## src/rtl/rtc_pkg.sv

```systemverilog
package rtc_pkg;
  localparam int NFIELD = 6;
  localparam int F_SEC = 0;
  localparam int F_MIN = 1;
  localparam int F_HR  = 2;
  localparam int F_DAY = 3;
  localparam int F_MON = 4;
  localparam int F_YR  = 5;

  typedef logic [7:0] bcd_t;
  typedef logic [NFIELD-1:0][7:0] cal_t;

  localparam cal_t CAL_RESET = {8'h00, 8'h01, 8'h01, 8'h00, 8'h00, 8'h00};

  function automatic bcd_t bcd_inc(input bcd_t v);
    if (v[3:0] == 4'd9) return {v[7:4] + 4'd1, 4'd0};
    else                return {v[7:4], v[3:0] + 4'd1};
  endfunction

  function automatic logic leap_bcd(input bcd_t yr);
    if (!yr[4]) return (yr[3:0] == 4'd0) || (yr[3:0] == 4'd4) || (yr[3:0] == 4'd8);
    else        return (yr[3:0] == 4'd2) || (yr[3:0] == 4'd6);
  endfunction

  function automatic bcd_t last_day(input bcd_t mon, input bcd_t yr);
    case (mon)
      8'h02:                      return leap_bcd(yr) ? 8'h29 : 8'h28;
      8'h04, 8'h06, 8'h09, 8'h11: return 8'h30;
      default:                    return 8'h31;
    endcase
  endfunction
endpackage

```

## src/rtl/rtc_rst_sync.sv

```systemverilog
module rtc_rst_sync #(
  parameter int STAGES = 2
) (
  input  logic clk,
  input  logic rst_n,
  output logic rst_sn
);
  logic [STAGES-1:0] chain_q;

  always_ff @(posedge clk or negedge rst_n) begin
    if (!rst_n) chain_q <= '0;
    else        chain_q <= {chain_q[STAGES-2:0], 1'b1};
  end

  assign rst_sn = chain_q[STAGES-1];
endmodule

```

## src/rtl/rtc_time_chain.sv

```systemverilog
module rtc_time_chain
  import rtc_pkg::*;
(
  input  logic              clk,
  input  logic              rst_sn,
  input  logic              adv,
  input  logic [NFIELD-1:0] ld_en,
  input  bcd_t              ld_data,
  output cal_t              cur
);
  cal_t cur_q, cur_d;
  logic c_min, c_hr, c_day, c_mon, c_yr;

  always_comb begin
    cur_d = cur_q;
    c_min = 1'b0;
    c_hr  = 1'b0;
    c_day = 1'b0;
    c_mon = 1'b0;
    c_yr  = 1'b0;
    if (|ld_en) begin
      for (int i = 0; i < NFIELD; i++)
        if (ld_en[i]) cur_d[i] = ld_data;
    end else if (adv) begin
      c_min = (cur_q[F_SEC] == 8'h59);
      cur_d[F_SEC] = c_min ? 8'h00 : bcd_inc(cur_q[F_SEC]);
      if (c_min) begin
        c_hr = (cur_q[F_MIN] == 8'h59);
        cur_d[F_MIN] = c_hr ? 8'h00 : bcd_inc(cur_q[F_MIN]);
      end
      if (c_hr) begin
        c_day = (cur_q[F_HR] == 8'h23);
        cur_d[F_HR] = c_day ? 8'h00 : bcd_inc(cur_q[F_HR]);
      end
      if (c_day) begin
        c_mon = (cur_q[F_DAY] == last_day(cur_q[F_MON], cur_q[F_YR]));
        cur_d[F_DAY] = c_mon ? 8'h01 : bcd_inc(cur_q[F_DAY]);
      end
      if (c_mon) begin
        c_yr = (cur_q[F_MON] == 8'h12);
        cur_d[F_MON] = c_yr ? 8'h01 : bcd_inc(cur_q[F_MON]);
      end
      if (c_yr) begin
        cur_d[F_YR] = (cur_q[F_YR] == 8'h99) ? 8'h00 : bcd_inc(cur_q[F_YR]);
      end
    end
  end

  always_ff @(posedge clk or negedge rst_sn) begin
    if (!rst_sn) cur_q <= CAL_RESET;
    else         cur_q <= cur_d;
  end

  assign cur = cur_q;
endmodule

```

## src/rtl/rtc_alarm_unit.sv

```systemverilog
module rtc_alarm_unit
  import rtc_pkg::*;
(
  input  logic              clk,
  input  logic              rst_sn,
  input  cal_t              live,
  input  logic [NFIELD-1:0] al_wr,
  input  bcd_t              al_data,
  input  logic              flag_clr,
  output cal_t              al_val,
  output logic              flag
);
  cal_t al_q;
  logic [NFIELD-1:0] fld_eq;
  logic match, match_q, flag_q, flag_d;

  for (genvar g = 0; g < NFIELD; g++) begin : g_field
    always_ff @(posedge clk or negedge rst_sn) begin
      if (!rst_sn)       al_q[g] <= 8'h00;
      else if (al_wr[g]) al_q[g] <= al_data;
    end
    assign fld_eq[g] = (live[g] == al_q[g]);
  end

  assign match = &fld_eq;

  always_comb begin
    flag_d = flag_q;
    if (flag_clr)           flag_d = 1'b0;
    if (match && !match_q)  flag_d = 1'b1;
  end

  always_ff @(posedge clk or negedge rst_sn) begin
    if (!rst_sn) begin
      match_q <= 1'b0;
      flag_q  <= 1'b0;
    end else begin
      match_q <= match;
      flag_q  <= flag_d;
    end
  end

  assign al_val = al_q;
  assign flag   = flag_q;
endmodule

```

## src/rtl/rtc_calendar.sv

```systemverilog
module rtc_calendar
  import rtc_pkg::*;
#(
  parameter int AW = 5
) (
  input  logic          clk,
  input  logic          rst_n,
  input  logic          tick_1hz,
  input  logic          wr_en,
  input  logic [AW-1:0] addr,
  input  logic [7:0]    wdata,
  output logic [7:0]    rdata,
  output logic          irq_n
);
  localparam logic [AW-1:0] A_TIME = AW'(5'h00);
  localparam logic [AW-1:0] A_ALRM = AW'(5'h08);
  localparam logic [AW-1:0] A_CTRL = AW'(5'h10);
  localparam logic [AW-1:0] A_STAT = AW'(5'h11);
  localparam logic [AW-1:0] A_IEN  = AW'(5'h12);

  logic rst_sn;
  logic run_q, run_d, get_q, get_d, ien_q, ien_d;
  logic [NFIELD-1:0] time_sel, alrm_sel, time_wr, alrm_wr;
  logic flag, flag_clr;
  cal_t live_time, snap_q, al_val;

  rtc_rst_sync #(.STAGES(2)) u_rst (
    .clk(clk), .rst_n(rst_n), .rst_sn(rst_sn)
  );

  for (genvar g = 0; g < NFIELD; g++) begin : g_dec
    assign time_sel[g] = (addr == A_TIME + AW'(g));
    assign alrm_sel[g] = (addr == A_ALRM + AW'(g));
    assign time_wr[g]  = wr_en && time_sel[g] && !run_q;
    assign alrm_wr[g]  = wr_en && alrm_sel[g];
  end

  always_comb begin
    run_d = run_q;
    get_d = get_q;
    ien_d = ien_q;
    if (get_q) get_d = 1'b0;
    if (wr_en && addr == A_CTRL) begin
      run_d = wdata[0];
      if (wdata[1]) get_d = 1'b1;
    end
    if (wr_en && addr == A_IEN) ien_d = wdata[0];
  end

  always_ff @(posedge clk or negedge rst_sn) begin
    if (!rst_sn) begin
      run_q <= 1'b0;
      get_q <= 1'b0;
      ien_q <= 1'b0;
    end else begin
      run_q <= run_d;
      get_q <= get_d;
      ien_q <= ien_d;
    end
  end

  assign flag_clr = wr_en && (addr == A_STAT) && wdata[0];

  rtc_time_chain u_chain (
    .clk(clk), .rst_sn(rst_sn),
    .adv(tick_1hz && run_q),
    .ld_en(time_wr), .ld_data(wdata),
    .cur(live_time)
  );

  for (genvar g = 0; g < NFIELD; g++) begin : g_snap
    always_ff @(posedge clk or negedge rst_sn) begin
      if (!rst_sn)    snap_q[g] <= CAL_RESET[g];
      else if (get_q) snap_q[g] <= live_time[g];
    end
  end

  rtc_alarm_unit u_alarm (
    .clk(clk), .rst_sn(rst_sn),
    .live(live_time),
    .al_wr(alrm_wr), .al_data(wdata),
    .flag_clr(flag_clr),
    .al_val(al_val), .flag(flag)
  );

  always_comb begin
    rdata = 8'h00;
    for (int i = 0; i < NFIELD; i++) begin
      if (time_sel[i]) rdata = snap_q[i];
      if (alrm_sel[i]) rdata = al_val[i];
    end
    if (addr == A_CTRL) rdata = {6'b0, get_q, run_q};
    if (addr == A_STAT) rdata = {7'b0, flag};
    if (addr == A_IEN)  rdata = {7'b0, ien_q};
  end

  assign irq_n = !(flag && ien_q);
endmodule

```

## config.mk

```make
export PLATFORM = sky130hd
export DESIGN_NAME = rtc_calendar
export DESIGN_NICKNAME = d
export VERILOG_FILES = /design/src/rtl/rtc_pkg.sv /design/src/rtl/rtc_rst_sync.sv /design/src/rtl/rtc_time_chain.sv /design/src/rtl/rtc_alarm_unit.sv /design/src/rtl/rtc_calendar.sv
export SDC_FILE = /design/constraint.sdc
export NUM_CORES = 1
export LEC_CHECK = 0
export CAP_MARGIN = 30
export CORE_AREA = 3 3 131 133
export CTS_CLUSTER_SIZE = 25
export DETAILED_ROUTE_END_ITERATION = 8
export DIE_AREA = 0 0 134 136
export PLACE_DENSITY_LB_ADDON = 0.2
export SLEW_MARGIN = 20
export SYNTH_ARGS = -nofsm -noshare
export SYNTH_HDL_FRONTEND = slang
export SYNTH_SLANG_ARGS = --single-unit
export TNS_END_PERCENT = 100
```

## constraint.sdc

```tcl
create_clock -name clk -period 4.5 [get_ports clk]
set_input_delay 0.9 -clock clk [delete_from_list [all_inputs] [get_ports clk]]
set_output_delay 0.9 -clock clk [all_outputs]
set_load 0.05 [all_outputs]
```

==> flow_results.xml <==
<?xml version="1.0" encoding="UTF-8"?>
<metrics>
  <group name="finish">
    <metric name="syn_to_layout_area_delta" unit="%">14.0</metric>
    <metric name="mostFrequentLayoutCells" unit="">145 x sky130_fd_sc_hd__dfrtp_1, 96 x sky130_fd_sc_hd__mux2_2, 79 x sky130_fd_sc_hd__o21ai_0</metric>
    <metric name="post_route_cells_drive_above_1_share" unit="%">20.2</metric>
    <metric name="num-fill-cells" unit="">1331</metric>
    <metric name="finalInstanceArea" unit="sq um">9980</metric>
    <metric name="seqCellArea" unit="sq um">3790</metric>
    <metric name="multiInputGateArea" unit="sq um">4650</metric>
    <metric name="net_total_in_the_final_layout" unit="">946</metric>
    <metric name="mostFrequentLayoutCell" unit="">sky130_fd_sc_hd__dfrtp_1</metric>
  </group>
  <group name="global_route">
    <metric name="grt_max_degree" unit="">79</metric>
    <metric name="grt_antenna_before_repair" unit="">2</metric>
    <metric name="first_global_vias" unit="">7522</metric>
    <metric name="grt_util_all_layers" unit="%">34.2</metric>
    <metric name="grt_remaining_overflow" unit="">0</metric>
    <metric name="wire_length_of_the_first_global_routing_pass" unit="mm">46.3</metric>
  </group>
  <group name="sta">
    <metric name="final-hold-violation-count" unit="">0</metric>
    <metric name="slew_viol_final" unit="">0</metric>
    <metric name="setup-tns-final" unit="ps">0</metric>
    <metric name="finalSetupViolations" unit="">0</metric>
    <metric name="setup_ws" unit="ps">189</metric>
    <metric name="max_slew_headroom" unit="%">44.8</metric>
    <metric name="period_share" unit="%">95.8</metric>
    <metric name="rsz_0062_raised_after_global_routing" unit="">no</metric>
    <metric name="fin_crit" unit="ps">4310</metric>
    <metric name="tightest_slew" unit="ps">825</metric>
    <metric name="fin_worst_skew" unit="ps">9.90</metric>
    <metric name="timing.fmax" unit="MHz">232</metric>
  </group>
  <group name="power_and_ir_drop">
    <metric name="vdd_ir_drop_max" unit="mV">0.353</metric>
    <metric name="clockPowerShare" unit="%">35.2</metric>
    <metric name="netSwitchingFraction" unit="%">32.8</metric>
    <metric name="p_total" unit="mW">4.08</metric>
    <metric name="power.static_leakage" unit="nW">4.48</metric>
    <metric name="switching_component_of_the_power" unit="mW">1.34</metric>
    <metric name="intPower" unit="mW">2.74</metric>
    <metric name="power_per_cell_area" unit="nW/um^2">408</metric>
    <metric name="comb_power_share" unit="%">19.2</metric>
    <metric name="power.share.sequential" unit="%">45.6</metric>
  </group>
  <group name="run_status">
    <metric name="status" unit="">finished, final reports clean</metric>
  </group>
  <group name="die">
    <metric name="floorplan.initialDensity" unit="%">54.9</metric>
    <metric name="chipWidth" unit="um">134</metric>
    <metric name="coreArea" unit="sq um">15900</metric>
    <metric name="num_io_pins" unit="">26</metric>
    <metric name="die-height" unit="um">136</metric>
    <metric name="die-area" unit="sq um">18200</metric>
    <metric name="core.rowCount" unit="">46</metric>
  </group>
  <group name="worst_setup_path">
    <metric name="end_kind" unit="">primary output</metric>
    <metric name="reg2reg_slack" unit="ps">1310</metric>
    <metric name="worst-setup-path-type" unit="">in2out</metric>
    <metric name="crit_required" unit="ps">3600</metric>
    <metric name="worstReg2RegEnd" unit="">u_chain.cur[43]</metric>
    <metric name="startpoint_type" unit="">primary input</metric>
    <metric name="worst-path-max-fanout" unit="">11</metric>
    <metric name="critPathLaunch" unit="">addr[0]</metric>
    <metric name="critical_path.reg2reg.startpoint" unit="">u_chain.cur[16]</metric>
    <metric name="reg2regPathDepth" unit="">8</metric>
    <metric name="cp_data_arrival_time" unit="ps">3410</metric>
  </group>
  <group name="yosys">
    <metric name="syn_inst" unit="">883</metric>
    <metric name="synth.avg_cell_area" unit="sq um">9.92</metric>
    <metric name="cell_area_after_technology_mapping" unit="sq um">8760</metric>
    <metric name="ys.warnings.count" unit="">0</metric>
    <metric name="synth_seq_area_share" unit="%">43.2</metric>
    <metric name="net_count_synth" unit="">920</metric>
    <metric name="ys_seq_elements" unit="">151</metric>
    <metric name="synth_top_flop_cell" unit="">sky130_fd_sc_hd__dfrtp_1</metric>
    <metric name="asyncSetResetFlopFracSynth" unit="%">100</metric>
    <metric name="ys_types" unit="">76</metric>
    <metric name="synth_enable_flop_cells" unit="">0</metric>
  </group>
  <group name="cts">
    <metric name="cts_buf_count" unit="">17</metric>
    <metric name="h-tree-depth" unit="">4</metric>
    <metric name="root_cell_of_the_clock_tree" unit="">sky130_fd_sc_hd__clkbuf_16</metric>
    <metric name="number_of_clock_sinks" unit="">151</metric>
    <metric name="postcts_setup_bufs" unit="">0</metric>
    <metric name="cts_hold_buffers" unit="">0</metric>
    <metric name="cts-root-to-sink-buffers" unit="">2</metric>
    <metric name="tritoncts" unit="">done</metric>
    <metric name="clk_pin_slew_worst_paths" unit="ps">60</metric>
    <metric name="post_cts_resize_count" unit="">0</metric>
    <metric name="insertion_delay" unit="ps">440</metric>
  </group>
  <group name="placed_design">
    <metric name="place_area" unit="sq um">9380</metric>
    <metric name="routabilityCongestion" unit="">0.998</metric>
    <metric name="pre_cts_ws" unit="ps">310</metric>
    <metric name="detailedPlacementHpwl" unit="mm">22.3</metric>
    <metric name="port_buffers" unit="">25</metric>
  </group>
  <group name="routing">
    <metric name="drt-total-wl" unit="mm">30.4</metric>
    <metric name="detail_route.wl_per_cell" unit="um">26.7</metric>
    <metric name="post_route_ant_nets" unit="">0</metric>
    <metric name="detail_route.iter0.violations" unit="">838</metric>
    <metric name="drt_drc_violations_left" unit="">0</metric>
    <metric name="avgViaCountPerCell" unit="">6.65</metric>
    <metric name="dr_total_vias" unit="">7577</metric>
    <metric name="drt-pass1-iter-count" unit="">5</metric>
  </group>
  <group name="worst_hold_path">
    <metric name="hold_path.class" unit="">reg2async</metric>
  </group>
  <group name="job">
    <metric name="max_cap_violations" unit="">0</metric>
  </group>
</metrics>
cell type report:
cell class | instances | area share (%)
multi-input cells | 649 | 46.6
flip-flops and latches | 151 | 37.9
repair buffers | 56 | 5.64
clock buffers | 19 | 4.34
well taps | 216 | 2.71
clock inverters | 13 | 1.49
inverters | 34 | 1.28
diodes | 1 | 0.0251
per-stage QoR:
stage               util (%)  std cells  hold slack, ps
floorplan                  -        883             331
finish                  62.6       1139             277
global route            62.6       1139             305
global placement        58.8       1105             344
CTS                     62.5       1137             379
detailed placement      58.8       1105             355
worst max-delay path by stage:
stage | end | cells past startpoint
3_5_place_dp | rdata[4] | 10
4_1_cts | rdata[4] | 10
2_1_floorplan | rdata[1] | 7
3_3_place_gp | rdata[5] | 10
5_1_grt | rdata[4] | 10
6_report | rdata[4] | 10
state kept, by name, summed over array words and instances (netlist names):
signal           flops
u_chain.cur         48
u_alarm.flag         1
run_q                1
u_rst.chain_q        2
snap_q              48
u_alarm.al_val      48
u_alarm.match_q      1
ien_q                1
get_q                1
critical path, cell delays in order:
cell                              delay, ps
sky130_fd_sc_hd__clkdlybuf4s50_1        660
sky130_fd_sc_hd__buf_4                  270
sky130_fd_sc_hd__nand2b_1               160
sky130_fd_sc_hd__nor2_1                 270
sky130_fd_sc_hd__o21ai_0                130
sky130_fd_sc_hd__a31oi_1                230
sky130_fd_sc_hd__o21ai_0                150
sky130_fd_sc_hd__o211ai_1               200
sky130_fd_sc_hd__nand3_1                230
sky130_fd_sc_hd__buf_12                 210
synth_stat cells (all sizes together) (12+ instances only):
master	n	area (sq um)
dfrtp	147	3680
mux2	98	1110
o21ai	80	400
nand2	61	229
xor2	48	420
clkbuf	42	158
nor2	42	158
nand3	37	185
inv	33	124
a21oi	31	159
ha	20	250
a31oi	17	106
nor3	15	75.1
nor2b	14	87.6
nor4	13	81.3
o211ai	13	97.6
o31ai	12	90.1
power by group through the flow:
stage               clock network [mW]  registers [mW]  logic (mW)
global placement                     0            1.87       0.729
finish                            1.43            1.86       0.784
global route                      1.49            1.88       0.851
detailed placement                   0            1.88       0.757
floorplan                            0            1.74       0.551
CTS                               1.44            1.86       0.763
per-layer routing:
layer  up-vias  wire [um]  track usage, %
met2       368      14400            54.7
met4         0        906            12.5
li1       3311          -               -
met1      3839      12900            46.2
met3        59       2320            7.44
met5         -          0               0
logic make-up (layout without fill, tap and decap cells):
group / count (synthesis) / after routing / share of synthesized area (%)
buffers and inverters: 83 / 122 / 3.70
adders and majority gates: 20 / 20 / 2.86
muxes: 102 / 102 / 13.3
DFF: 151 / 151 / 43.2
and+or+nand+nor: 244 / 244 / 14.5
xor gates and xnor gates: 49 / 49 / 4.90
other: 1 / 2 / 0.0428
AOI/OAI and AO/OA: 233 / 233 / 17.6
Power figures use the tool's default switching activity.
